$ cat config.mk
export PLATFORM = sky130hd
export DESIGN_NAME = lin_err_monitor
export DESIGN_NICKNAME = d
export VERILOG_FILES = /design/src/rtl/lin_err_pkg.sv /design/src/rtl/lin_err_detect.sv /design/src/rtl/lin_cancel_ctl.sv /design/src/rtl/lin_err_flags.sv /design/src/rtl/lin_err_monitor.sv
export SDC_FILE = /design/constraint.sdc
export NUM_CORES = 1
export LEC_CHECK = 0
export BUFFER_PORTS_ARGS = -buffer_cell sky130_fd_sc_hd__clkbuf_2
export CAP_MARGIN = 20
export CORE_MARGIN = 5
export CORE_UTILIZATION = 40
export CTS_BUF_LIST = sky130_fd_sc_hd__clkbuf_8
export CTS_CLUSTER_SIZE = 8
export DETAILED_ROUTE_END_ITERATION = 7
export PLACE_DENSITY = 0.76
export RECOVER_POWER = 100
export SLEW_MARGIN = 15
export SYNTH_ARGS = -nofsm -noshare
export SYNTH_HDL_FRONTEND = slang
export SYNTH_HIERARCHICAL = 1
export SYNTH_SLANG_ARGS = --single-unit
$ cat constraint.sdc
create_clock -name clk -period 2.2 [get_ports clk]
set_input_delay 0.33 -clock clk [delete_from_list [all_inputs] [get_ports clk]]
set_output_delay 0.33 -clock clk [all_outputs]
set_load 0.1 [all_outputs]
$ cat src/rtl/lin_err_pkg.sv
package lin_err_pkg;

    localparam int NUM_ERR = 6;
    localparam int NUM_EN  = 4;
    localparam int KIND_W  = 3;

    // Flag positions (software decodes these)
    localparam int E_BIT = 0;
    localparam int E_PHY = 1;
    localparam int E_TMO = 2;
    localparam int E_FRM = 3;
    localparam int E_CKS = 4;
    localparam int E_RPE = 5;

    typedef enum logic [KIND_W-1:0] {
        CK_NONE       = 3'd0,
        CK_AFTER_STOP = 3'd1,
        CK_AFTER_GAP  = 3'd2,
        CK_AFTER_WAKE = 3'd3,
        CK_ABORT      = 3'd4
    } cancel_kind_e;

    typedef struct packed {
        logic [NUM_ERR-1:0] hit;
        logic               abort;
        logic               wake;
        logic               gap;
        logic               stop_now;
        logic               defer;
    } det_t;

    function automatic cancel_kind_e pick_kind(det_t d, logic stop_done);
        if (d.abort)                   return CK_ABORT;
        else if (d.wake)               return CK_AFTER_WAKE;
        else if (d.gap)                return CK_AFTER_GAP;
        else if (d.stop_now || stop_done) return CK_AFTER_STOP;
        else                           return CK_NONE;
    endfunction

endpackage

$ cat src/rtl/lin_err_detect.sv
module lin_err_detect
    import lin_err_pkg::*;
(
    input  logic              smp_valid,
    input  logic              tx_drive,
    input  logic              tx_bit,
    input  logic              rx_bit,
    input  logic              ph_break,
    input  logic              ph_delim,
    input  logic              ph_wakeup,
    input  logic              ph_data,
    input  logic              ph_stop,
    input  logic              op_mode,
    input  logic              wake_mode,
    input  logic              rx_stop_valid,
    input  logic              rx_stop_bit,
    input  logic              cks_valid,
    input  logic              cks_ok,
    input  logic              frame_sep,
    input  logic              resp_req,
    input  logic              rx_first_byte,
    input  logic              tmo_in,
    input  logic [NUM_EN-1:0] err_en,
    output det_t              det
);

    logic lin_on;
    logic bit_err;
    logic phy_err;
    logic tmo_err;
    logic frm_err;
    logic cks_err;
    logic rpe_err;

    always_comb begin
        lin_on  = op_mode | wake_mode;
        bit_err = smp_valid & tx_drive & lin_on & err_en[E_BIT] & (tx_bit ^ rx_bit);
        phy_err = smp_valid & lin_on & err_en[E_PHY] &
                  ((ph_break & rx_bit) | (ph_delim & ~rx_bit) | (ph_wakeup & rx_bit));
        tmo_err = tmo_in & op_mode & err_en[E_TMO];
        frm_err = rx_stop_valid & ~rx_stop_bit & op_mode & err_en[E_FRM];
        cks_err = cks_valid & ~cks_ok & op_mode;
        rpe_err = rx_first_byte & frame_sep & ~resp_req & op_mode;

        det            = '0;
        det.hit[E_BIT] = bit_err;
        det.hit[E_PHY] = phy_err;
        det.hit[E_TMO] = tmo_err;
        det.hit[E_FRM] = frm_err;
        det.hit[E_CKS] = cks_err;
        det.hit[E_RPE] = rpe_err;

        det.abort    = phy_err | tmo_err | frm_err | rpe_err;
        det.wake     = bit_err & ph_wakeup;
        det.defer    = bit_err & ~ph_wakeup & ph_data;
        det.stop_now = bit_err & ~ph_wakeup & ~ph_data & ph_stop;
        det.gap      = bit_err & ~ph_wakeup & ~ph_data & ~ph_stop;
    end

endmodule

$ cat src/rtl/lin_cancel_ctl.sv
module lin_cancel_ctl
    import lin_err_pkg::*;
(
    input  logic              clk,
    input  logic              rst,
    input  det_t              det,
    input  logic              smp_valid,
    input  logic              ph_stop,
    output logic              cancel_req,
    output logic [KIND_W-1:0] cancel_kind
);

    logic         pend_q;
    logic         stop_done;
    cancel_kind_e kind_d;
    cancel_kind_e kind_q;

    always_comb begin
        stop_done = pend_q & smp_valid & ph_stop;
        kind_d    = pick_kind(det, stop_done);
    end

    always_ff @(posedge clk) begin
        if (rst) begin
            pend_q <= 1'b0;
            kind_q <= CK_NONE;
        end else begin
            kind_q <= kind_d;
            if (kind_d != CK_NONE)
                pend_q <= 1'b0;
            else if (det.defer)
                pend_q <= 1'b1;
        end
    end

    assign cancel_req  = (kind_q != CK_NONE);
    assign cancel_kind = kind_q;

endmodule

$ cat src/rtl/lin_err_flags.sv
module lin_err_flags
    import lin_err_pkg::*;
(
    input  logic               clk,
    input  logic               rst,
    input  logic [NUM_ERR-1:0] hit,
    input  logic               clr_we,
    input  logic [NUM_ERR-1:0] clr_mask,
    output logic [NUM_ERR-1:0] flags,
    output logic               irq
);

    logic [NUM_ERR-1:0] fresh;

    for (genvar i = 0; i < NUM_ERR; i++) begin : g_flag
        always_ff @(posedge clk) begin
            if (rst)
                flags[i] <= 1'b0;
            else if (hit[i])
                flags[i] <= 1'b1;
            else if (clr_we && clr_mask[i])
                flags[i] <= 1'b0;
        end
        assign fresh[i] = hit[i] & ~flags[i];
    end

    always_ff @(posedge clk) begin
        if (rst) irq <= 1'b0;
        else     irq <= |fresh;
    end

endmodule

$ cat src/rtl/lin_err_monitor.sv
module lin_err_monitor
    import lin_err_pkg::*;
(
    input  logic               clk,
    input  logic               rst,
    input  logic               smp_valid,
    input  logic               tx_drive,
    input  logic               tx_bit,
    input  logic               rx_bit,
    input  logic               ph_break,
    input  logic               ph_delim,
    input  logic               ph_wakeup,
    input  logic               ph_data,
    input  logic               ph_stop,
    input  logic               op_mode,
    input  logic               wake_mode,
    input  logic               rx_stop_valid,
    input  logic               rx_stop_bit,
    input  logic               cks_valid,
    input  logic               cks_ok,
    input  logic               frame_sep,
    input  logic               resp_req,
    input  logic               rx_first_byte,
    input  logic               tmo_in,
    input  logic [NUM_EN-1:0]  err_en,
    input  logic               clr_we,
    input  logic [NUM_ERR-1:0] clr_mask,
    output logic [NUM_ERR-1:0] err_flags,
    output logic               irq,
    output logic               cancel_req,
    output logic [KIND_W-1:0]  cancel_kind
);

    det_t det;

    lin_err_detect u_detect (
        .smp_valid     (smp_valid),
        .tx_drive      (tx_drive),
        .tx_bit        (tx_bit),
        .rx_bit        (rx_bit),
        .ph_break      (ph_break),
        .ph_delim      (ph_delim),
        .ph_wakeup     (ph_wakeup),
        .ph_data       (ph_data),
        .ph_stop       (ph_stop),
        .op_mode       (op_mode),
        .wake_mode     (wake_mode),
        .rx_stop_valid (rx_stop_valid),
        .rx_stop_bit   (rx_stop_bit),
        .cks_valid     (cks_valid),
        .cks_ok        (cks_ok),
        .frame_sep     (frame_sep),
        .resp_req      (resp_req),
        .rx_first_byte (rx_first_byte),
        .tmo_in        (tmo_in),
        .err_en        (err_en),
        .det           (det)
    );

    lin_cancel_ctl u_cancel (
        .clk         (clk),
        .rst         (rst),
        .det         (det),
        .smp_valid   (smp_valid),
        .ph_stop     (ph_stop),
        .cancel_req  (cancel_req),
        .cancel_kind (cancel_kind)
    );

    lin_err_flags u_flags (
        .clk      (clk),
        .rst      (rst),
        .hit      (det.hit),
        .clr_we   (clr_we),
        .clr_mask (clr_mask),
        .flags    (err_flags),
        .irq      (irq)
    );

endmodule

==> impl_metrics.toml <==
[die]
dieHeight_microns = 49.8
io_pins = 43
start_util = 0.420
die_w_microns = 49.8
fp.coreArea_sq_um = 1510
die_area_sq_um = 2480
row_count = 14

[clock_network]
numCtsBuffers = 3
cts.sinks = 11
path_clk_slew_ns = 0.05
cts-resized-gates = 0
cts_hold_buf = 0
clockRootBuffer = "clkbuf_8"
cts.path.max_buffers = 2
clkLatencyLatePin_ns = 0.23
post-cts-setup-buffer-count = 0
cts_tree = "yes"
htreeDepth = 1

[setup_path]
crit_chain = "clkbuf_1 -> nor3b_2 -> nor3_1 -> or4_1 -> or4_4 -> a2111oi_2"
worstPathRequired_ns = 2.32
slowest_stage = "or4_1"
path_class = "input pin to flip-flop"
startpoint_type = "input pin"
endpoint_kind = "flip-flop"
crit_path_max_incr_delay_ns = 0.56
ff2ff_path_depth = 2
arrival_ns = 2.11
critPathMaxFanout = 3

[routing]
routed_via_density = 5.02
route.vias.total = 648
drc_errors = 0
wirelength_microns = 1560
drt_first_pass_iters = 4
drtIter0Drc = 8
ant_nets = 0
wl_per_cell_microns = 12.1

[synthesis]
yosys_warnings = 6
ys_top_cells_by_area = "dfxtp_1 35%, buf_4 7.1%, a21oi_1 5.5%"
syn_avg_cell_area_sq_um = 8.67
synth_cell_type_count = 28
synth_edf_count = 0
ys.flop_type = "dfxtp_1"
yosysSeqAreaShare = 0.348
yosys-top-cells-count = "11 x dfxtp_1, 8 x nor2_1, 7 x a21oi_1, 7 x nand2_1, 6 x buf_4"
syn-cell-area_sq_um = 633
synth_top_area_cell = "dfxtp_1"
synth.net_count = 105
ys_seq_elements = 11
synthDominantCellAreaShare = 0.348
synthArstFlopShare = 0
syn-instance-count = 73
yosysMostFrequentCell = "dfxtp_1"

[worst_hold_path]
holdPathStages = 4
hp-class = "input pin to flip-flop"

[timing]
fmax_ghz = 0.502
final_hold_viol_count = 0
drv_slew = 0
setup_viol = 0
tns_ns = 0
slew_headroom = 0.214
holdWs_ns = 0.397
worst_slew_pin_slew_ns = 1.18
grt_setup_unrepaired = "no"
final.min_clock_period_ns = 1.99
fin_crit_sh = 0.905
skew_ns = 0.00488

[grt]
grt_pass1_wl_microns = 2610
antenna_found_initial = 0
first_global_vias = 629
grt_max_degree = 11
grt_overflow = 0
grt_usage = 0.130

[place]
post_dp_cell_area_sq_um = 818
hpwlAfterDp_microns = 1360
place_congestion = 0.744
place.port_buffers = 42

[run_status]
status = "finished clean"

[finish]
finalNetCount = 146
diodes = 0
drive_gt1_frac = 0.345
syn_to_final_growth_pct = 33.2
post-route-cell-area_sq_um = 843

[power_and_ir_drop]
cellLeakagePower_nw = 0.397
power.density_nw_per_um2 = 649
irDropWorstVdd_v = 0.000272

[job]
max_cap_viol_count = 0
[final cells by class]
| type | count | area (sq um) |
|---|---|---|
| clock buffer | 3 | 41.3 |
| tap | 16 | 20.0 |
| timing repair buffer | 42 | 195 |
| sequential | 11 | 220 |
| clock inverter | 1 | 3.75 |
| fill | 165 | 663 |
| inverter | 3 | 11.3 |
| multi-input combinational | 53 | 352 |
[sequential cells by signal, summed over array words and instances, names as in the netlist]
signal                flops
u_flags/flags             6
u_cancel/cancel_kind      3
u_cancel/pend_q           1
u_flags/irq               1
[worst max-delay path, delay by kind of cell]
kind,cells,cell delay (ns)
and+or+nand+nor,4,1.38
buffers and inverters,1,0.13
AOI/OAI and AO/OA,1,0.28
[stage by stage]
step	power [mW]	utilization	cells	setup slack, ns
2_1_floorplan	0.323	-	73	0.122
3_3_place_gp	0.363	0.543	125	0.0721
3_5_place_dp	0.366	0.543	125	0.00566
4_1_cts	0.556	0.573	129	0.258
5_1_grt	0.572	0.560	129	0.0591
6_report	0.547	0.560	129	0.208
[power breakdown]
| part | switching [mW] | internal (mW) |
|---|---|---|
| clock network | 0.0681 | 0.122 |
| registers | 0.00411 | 0.207 |
| logic | 0.102 | 0.0441 |
| total | 0.174 | 0.373 |
[worst paths after layout]
kind	slack (ns)	endpoint	from
worst max-delay path	0.21	u_cancel/pend_q$_SDFFE_PP0P_	rx_bit
worst max register to register	1.22	u_cancel/pend_q$_SDFFE_PP0P_	u_cancel/pend_q$_SDFFE_PP0P_
worst min-delay path	0.40	u_flags/flags[2]$_SDFFE_PP0P_	clr_mask[2]
worst min register to register	0.52	u_flags/flags[2]$_SDFFE_PP0P_	u_flags/flags[2]$_SDFFE_PP0P_
[kinds of logic (layout without fill, tap and decap cells)]
family / after synthesis / after routing / synth area share
buf+inv: 9 / 49 / 0.0889
compound gates: 14 / 14 / 0.178
simple gates: 38 / 38 / 0.372
xor+xnor: 1 / 1 / 0.0138
flops: 11 / 11 / 0.348
[metal layers]
metal,up-vias,GRT usage,share of wire
met5,-,0,0
met4,0,0.0524,0.012
met3,2,0.0422,0.10
met2,32,0.214,0.45
met1,282,0.153,0.43
li1,332,-,-
[placed cells by master, fill, tap and decap left out, types with 2 or more instances in the layout]
| master | netlist | routed |
|---|---|---|
| a21oi_1 | 7 | 7 |
| a31oi_1 | 2 | 2 |
| and3_1 | 2 | 2 |
| and3b_1 | 3 | 3 |
| and4b_1 | 2 | 2 |
| clkbuf_1 | 0 | 12 |
| clkbuf_2 | 0 | 30 |
| clkbuf_8 | 0 | 3 |
| dfxtp_1 | 11 | 11 |
| inv_1 | 3 | 4 |
| nand2_1 | 7 | 7 |
| nand2b_1 | 3 | 3 |
| nor2_1 | 8 | 8 |
| nor2b_1 | 3 | 3 |
| nor3_1 | 1 | 2 |
(Power assumes the default switching activity.)
